### src/rtl/xlat_pkg.sv
package xlat_pkg;
    localparam int VA_W      = 32;
    localparam int PAGE_BITS = 12;
    localparam int FC_W      = 3;
    localparam int WIN_BITS  = 8;
    localparam int VPN_W     = VA_W - PAGE_BITS;
    localparam int SUP_BIT   = FC_W - 1;

    typedef struct packed {
        logic [VPN_W-1:0] lpn;
        logic [FC_W-1:0]  fc;
    } tag_t;

    typedef struct packed {
        logic wp;
        logic sup;
        logic ci;
    } attr_t;

    typedef struct packed {
        logic             valid;
        tag_t             tag;
        logic [VPN_W-1:0] ppn;
        attr_t            attr;
        logic             used;
        logic             modif;
    } entry_t;

    function automatic logic prot_fault(attr_t a, logic wr, logic [FC_W-1:0] fc);
        return (a.wp && wr) || (a.sup && !fc[SUP_BIT]);
    endfunction
endpackage

### src/rtl/xlat_window.sv
module xlat_window
    import xlat_pkg::*;
(
    input  logic                en,
    input  logic [WIN_BITS-1:0] base,
    input  logic [WIN_BITS-1:0] mask,
    input  logic [WIN_BITS-1:0] addr_hi,
    output logic                hit
);
    always_comb hit = en && ((addr_hi & ~mask) == (base & ~mask));
endmodule

### src/rtl/xlat_tag_array.sv
module xlat_tag_array
    import xlat_pkg::*;
#(
    parameter int NUM_ENTRIES = 22
) (
    input  logic             clk,
    input  logic             rst,
    input  logic             flush,
    input  logic             fill_en,
    input  tag_t             fill_tag,
    input  logic [VPN_W-1:0] fill_ppn,
    input  attr_t            fill_attr,
    input  logic             fill_mod,
    input  tag_t             look_tag,
    input  logic             upd_en,
    input  logic             upd_write,
    output logic             look_hit,
    output entry_t           look_ent
);
    localparam int IDX_W = (NUM_ENTRIES > 1) ? $clog2(NUM_ENTRIES) : 1;
    localparam logic [IDX_W-1:0] LAST = IDX_W'(NUM_ENTRIES - 1);

    entry_t                  ents [NUM_ENTRIES];
    logic [NUM_ENTRIES-1:0]  look_vec;
    logic [NUM_ENTRIES-1:0]  fill_vec;
    logic [IDX_W-1:0]        look_idx;
    logic [IDX_W-1:0]        fill_idx;
    logic                    fill_match;
    logic [IDX_W-1:0]        rr_ptr;
    logic [IDX_W-1:0]        slot;

    for (genvar g = 0; g < NUM_ENTRIES; g++) begin : g_cmp
        assign look_vec[g] = ents[g].valid && (ents[g].tag == look_tag);
        assign fill_vec[g] = ents[g].valid && (ents[g].tag == fill_tag);
    end

    always_comb begin
        look_idx   = '0;
        fill_idx   = '0;
        fill_match = 1'b0;
        for (int i = NUM_ENTRIES - 1; i >= 0; i--) begin
            if (look_vec[i]) look_idx = IDX_W'(i);
            if (fill_vec[i]) begin
                fill_idx   = IDX_W'(i);
                fill_match = 1'b1;
            end
        end
        look_hit = |look_vec;
        look_ent = ents[look_idx];
        slot     = fill_match ? fill_idx : rr_ptr;
    end

    always_ff @(posedge clk) begin
        if (rst) begin
            rr_ptr <= '0;
            for (int i = 0; i < NUM_ENTRIES; i++) ents[i] <= '0;
        end else if (flush) begin
            for (int i = 0; i < NUM_ENTRIES; i++) ents[i].valid <= 1'b0;
        end else begin
            if (upd_en) begin
                ents[look_idx].used <= 1'b1;
                if (upd_write) ents[look_idx].modif <= 1'b1;
            end
            if (fill_en) begin
                ents[slot] <= '{valid: 1'b1, tag: fill_tag, ppn: fill_ppn,
                                attr: fill_attr, used: 1'b0, modif: fill_mod};
                if (!fill_match) rr_ptr <= (rr_ptr == LAST) ? '0 : rr_ptr + 1'b1;
            end
        end
    end
endmodule

### src/rtl/xlat_cache.sv
module xlat_cache
    import xlat_pkg::*;
#(
    parameter int NUM_ENTRIES = 22,
    parameter int NUM_WIN     = 2
) (
    input  logic                         clk,
    input  logic                         rst,
    input  logic                         acc_valid,
    input  logic [VA_W-1:0]              acc_laddr,
    input  logic [FC_W-1:0]              acc_fc,
    input  logic                         acc_write,
    input  logic                         xlat_off,
    input  logic [NUM_WIN-1:0]           win_en,
    input  logic [NUM_WIN*WIN_BITS-1:0]  win_base,
    input  logic [NUM_WIN*WIN_BITS-1:0]  win_mask,
    input  logic                         flush,
    input  logic                         fill_valid,
    input  logic [VPN_W-1:0]             fill_lpn,
    input  logic [FC_W-1:0]              fill_fc,
    input  logic [VPN_W-1:0]             fill_ppn,
    input  logic                         fill_wp,
    input  logic                         fill_sup,
    input  logic                         fill_ci,
    input  logic                         fill_mod,
    output logic [VA_W-1:0]              phys_addr,
    output logic                         acc_ok,
    output logic                         acc_miss,
    output logic                         acc_abort,
    output logic                         acc_ci,
    output logic                         hist_used_set,
    output logic                         hist_mod_set
);
    logic [NUM_WIN-1:0] win_hit;
    logic               win_any;
    logic               bypass;
    logic               look_hit;
    entry_t             look_ent;
    logic               fault;
    logic               tr_ok;

    for (genvar w = 0; w < NUM_WIN; w++) begin : g_win
        xlat_window u_win (
            .en      (win_en[w]),
            .base    (win_base[w*WIN_BITS +: WIN_BITS]),
            .mask    (win_mask[w*WIN_BITS +: WIN_BITS]),
            .addr_hi (acc_laddr[VA_W-1 -: WIN_BITS]),
            .hit     (win_hit[w])
        );
    end

    xlat_tag_array #(.NUM_ENTRIES(NUM_ENTRIES)) u_tags (
        .clk       (clk),
        .rst       (rst),
        .flush     (flush),
        .fill_en   (fill_valid),
        .fill_tag  ('{lpn: fill_lpn, fc: fill_fc}),
        .fill_ppn  (fill_ppn),
        .fill_attr ('{wp: fill_wp, sup: fill_sup, ci: fill_ci}),
        .fill_mod  (fill_mod),
        .look_tag  ('{lpn: acc_laddr[VA_W-1:PAGE_BITS], fc: acc_fc}),
        .upd_en    (tr_ok),
        .upd_write (acc_write),
        .look_hit  (look_hit),
        .look_ent  (look_ent)
    );

    always_comb begin
        win_any       = |win_hit;
        bypass        = xlat_off || win_any;
        fault         = prot_fault(look_ent.attr, acc_write, acc_fc);
        tr_ok         = acc_valid && !bypass && look_hit && !fault;
        acc_miss      = acc_valid && !bypass && !look_hit;
        acc_abort     = acc_valid && !bypass && (!look_hit || fault);
        acc_ok        = acc_valid && (bypass || (look_hit && !fault));
        acc_ci        = tr_ok && look_ent.attr.ci;
        hist_used_set = tr_ok && !look_ent.used;
        hist_mod_set  = tr_ok && acc_write && !look_ent.modif;
        phys_addr     = tr_ok ? {look_ent.ppn, acc_laddr[PAGE_BITS-1:0]} : acc_laddr;
    end
endmodule

### config.mk
export PLATFORM = sky130hd
export DESIGN_NAME = xlat_cache
export DESIGN_NICKNAME = d
export VERILOG_FILES = /design/src/rtl/xlat_pkg.sv /design/src/rtl/xlat_window.sv /design/src/rtl/xlat_tag_array.sv /design/src/rtl/xlat_cache.sv
export SDC_FILE = /design/constraint.sdc
export NUM_CORES = 2
export LEC_CHECK = 0
export ABC_CLOCK_PERIOD_IN_PS = 7900
export BUFFER_PORTS_ARGS = -buffer_cell sky130_fd_sc_hd__buf_2
export CAP_MARGIN = 15
export CORE_UTILIZATION = 42
export DETAILED_ROUTE_END_ITERATION = 12
export PLACE_DENSITY = 0.61
export SYNTH_ARGS = -nofsm -noshare
export SYNTH_HDL_FRONTEND = slang
export SYNTH_SLANG_ARGS = --single-unit
### constraint.sdc
create_clock -name clk -period 7.9 [get_ports clk]
set_input_delay 0.79 -clock clk [delete_from_list [all_inputs] [get_ports clk]]
set_output_delay 0.79 -clock clk [all_outputs]
set_load 0.005 [all_outputs]
==> results.md <==
- Largest net degree at the start of global routing: 74
- ANT nets after route: 0
- Gp weighted congestion: 1.02
- Yosys synthesis warning count: 0
- Post_cts resized: 0
- CP required: 7110 ps
- Post-synth EDFFs: 1054
- Dominant synthesized flop cell: edfxtp_1
- Area grow syn2layout: 12.7%
- Overall routing resource usage: 0.316
- Worst Path Class, Setup: primary input to output port
- Startpoint type of the worst setup path: primary input
- CTS clk-pin slew, worst paths: 60 ps
- Register area share after synthesis: 0.520
- Register Area: 0.0332 mm²
- Crit-path most repeated cell: buf_4
- WHS: 278 ps
- RSZ-0062 raised after global routing: no
- Asr flop ratio synth: 0
- Crit path DAT: 6860 ps
- Crit path largest cell delay: 810 ps
- Fin. max-slew vios: 0
- Clk buf depth: 3
- Vias in the first global route: 45700
- Cts hold-fix bufs: 0
- Nets@finish: 5873
- Post-Syn Nets: 5818
- Hold Vio Cnt, Final: 0
- Core ar.: 0.150 mm²
- Non-filler cells, final: 7880
- Worst path top cell family by delay: compound AO/OA/AOI/OAI gates
- Static leakage: 0.0272 µW
- DR DRC count: 0
- Die X: 391 µm
- Root buffer cell: clkbuf_16
- CP Buf/Inv Count: 5
- Status: completed
- Cell Chain, Critical Path: buf_2, buf_4, xor2_1, nor4_1, nand4_1, o311ai_1, a211oi_2, o311ai_2, a211o_4, buf_4, buf_4, and2_1, a211oi_1, a211oi_1, a31oi_1, o21ai_0, mux2_4, buf_2
- # H-tree levels: 4
- Sink Count: 1129
- Fill cell count: 13500
- # IOs: 161
- Worst-Margin Slew: 1230 ps
- Cells after DPL: 7627
- Worst skew pair latency: 810 ps
- Overall Power: 14600 µW
- Initial Util: 0.424
- CTS tree: done
- Synth cell types: 96
- DRT Pass-1 Iters: 6
- Vias: 47500
- Setup Buffers After CTS: 0
- Final setup viols: 0
- Critical Path Sink Type: output port
- Crit path time final: 7650 ps
- Synthesized area per cell: 11.2 µm²
- Via density: 6.03
- Max-slew headroom: 0.177
- Setup TNS: 0 ps
- Total wire length: 246000 µm
- CTS Buf Count: 135
- Setup slack, reg-to-reg: 1860 ps
- First-pass GRT wire length: 344000 µm
- Initial antenna violation count: 16
- Core Rows: 142
- Multi-input gate area: 0.0285 mm²
- Synth area leaders: edfxtp_1 50%, xor2_1 10%, and2_1 10%
- Post-DR wirelength/cell: 31.2 µm
- PD cells: 204 mW/mm²
- Die area: 0.153 mm²
- Maximum vdd drop: 225 µV
- Mapped Cells: 5693
- Area leader, netlist: edfxtp_1
- Max-cap violations: 0
- Cell area after synthesis: 0.0637 mm²
- Final period util: 0.969
- Yosys top cell area share: 0.497
- GRT overflow: 0
- Skew final: 53.3 ps
- HP Class: primary input to register
- Fmax: 0.131 GHz
- Synthesized flop and latch total: 1129
- Post-DP HPWL: 163000 µm
- Detailed Route Iter0 Violations: 6443
- Critical path peak fanout: 27
- Share of layout cells above drive strength 1: 0.121
- Slowest CP cell: o21ai_0
- Die height: 391 µm
- Port-buffer cells: 136
[metal layers]
metal / global-route usage / vias to the layer above / wire [µm]
met5: 0 / - / 72
met4: 0.137 / 10 / 11700
met3: 0.0646 / 612 / 24400
met2: 0.473 / 2744 / 106000
met1: 0.443 / 23700 / 103000
li1: - / 20400 / -
[path summary, 6_finish.rpt]
check / from / endpoint / cells past startpoint
min reg2reg: u_tags.ents[22][0] / u_tags.ents[22][0] / 2
max reg2reg: u_tags.ents[19][38] / u_tags.ents[17][19] / 15
min: fill_mod / u_tags.ents[11][0] / 3
max: acc_laddr[15] / phys_addr[24] / 18
[cells in the final DEF (no fill, tap or decap), types with 14 or more instances in the layout]
| cell | Yosys | layout |
|---|---|---|
| a211oi_1 | 84 | 84 |
| a21o_1 | 29 | 29 |
| a21oi_1 | 113 | 112 |
| a221oi_1 | 19 | 19 |
| a22oi_1 | 21 | 21 |
| a31oi_1 | 25 | 25 |
| and2_1 | 1015 | 1015 |
| buf_12 | 0 | 34 |
| buf_2 | 117 | 135 |
| buf_4 | 35 | 226 |
| clkbuf_1 | 277 | 31 |
| clkbuf_16 | 0 | 136 |
| clkinv_1 | 3 | 30 |
| clkinv_2 | 0 | 20 |
| dfxtp_1 | 75 | 75 |
| edfxtp_1 | 1054 | 1054 |
| inv_1 | 19 | 18 |
| mux2_4 | 21 | 21 |
| mux2i_1 | 127 | 127 |
| nand2_1 | 194 | 194 |
| nand3_1 | 107 | 107 |
| nand3b_1 | 14 | 14 |
| nand4_1 | 187 | 187 |
| nand4b_1 | 24 | 24 |
| nor2_1 | 154 | 147 |
| nor2b_1 | 117 | 117 |
| nor3_1 | 70 | 67 |
| nor4_1 | 343 | 337 |
| o21ai_0 | 84 | 70 |
| o21ai_1 | 22 | 24 |
| o22ai_1 | 19 | 19 |
| or3_1 | 39 | 39 |
| or4_1 | 20 | 20 |
| xnor2_1 | 285 | 285 |
| xor2_1 | 731 | 731 |
[per-stage QoR]
stage	setup slack, ps	utilization	cell area, µm²
5_1_grt	204	0.478	71800
4_1_cts	346	0.478	71800
2_1_floorplan	427	-	63700
3_5_place_dp	360	0.448	67300
6_report	246	0.478	71800
3_3_place_gp	-113	0.448	67300
[worst register-to-register path: stages, from the launching register on]
cell and delay (ps):
edfxtp_1 440, xnor2_1 260, nand4_1 140, or4_1 480, nor2_1 300, a31oi_1 110, buf_4 190, o32ai_1 410
a2bb2oi_1 300, o221ai_1 490, a31oi_1 370, o21a_1 470, buf_4 300, or3_1 640, o21ai_4 240, buf_4 530
[state kept, by name, indices dropped and copies added (netlist names)]
name	flops
u_tags.ents	1124
u_tags.rr_ptr	5
[synthesized netlist by cell type (25+ instances only)]
library cell	instances
a211oi_1	84
a21o_1	29
a21oi_1	113
a31oi_1	25
and2_1	1015
buf_2	117
buf_4	35
buf_6	33
clkbuf_1	277
dfxtp_1	75
edfxtp_1	1054
mux2i_1	127
nand2_1	194
nand3_1	107
nand4_1	187
nor2_1	154
nor2b_1	117
nor3_1	70
nor4_1	343
o21ai_0	84
or3_1	39
xnor2_1	285
xor2_1	731
[power breakdown]
group	leakage [µW]	total, µW	internal [µW]	switching, µW
logic	0.0136	1430	427	999
clock network	0.00216	6330	3590	2740
registers	0.0114	6860	6710	142
[kinds of logic after synthesis]
group,count (synthesis),share of synthesized area
xor+xnor,1028,0.143
mux,150,0.0253
fa+ha+maj,2,0.000393
flops,1129,0.520
simple gates,2378,0.221
buf+inv,501,0.0378
compound gates,505,0.0529
[cell type report]
class,count,area share
sequential,1129,0.462
inverter,23,0.00122
clock buffer,171,0.0498
multi-input combinational,4063,0.396
antenna,5,0.000174
clock inverter,77,0.0129
timing repair buffer,396,0.0427
tap,2016,0.0351
Power figures use the tool's default switching activity.
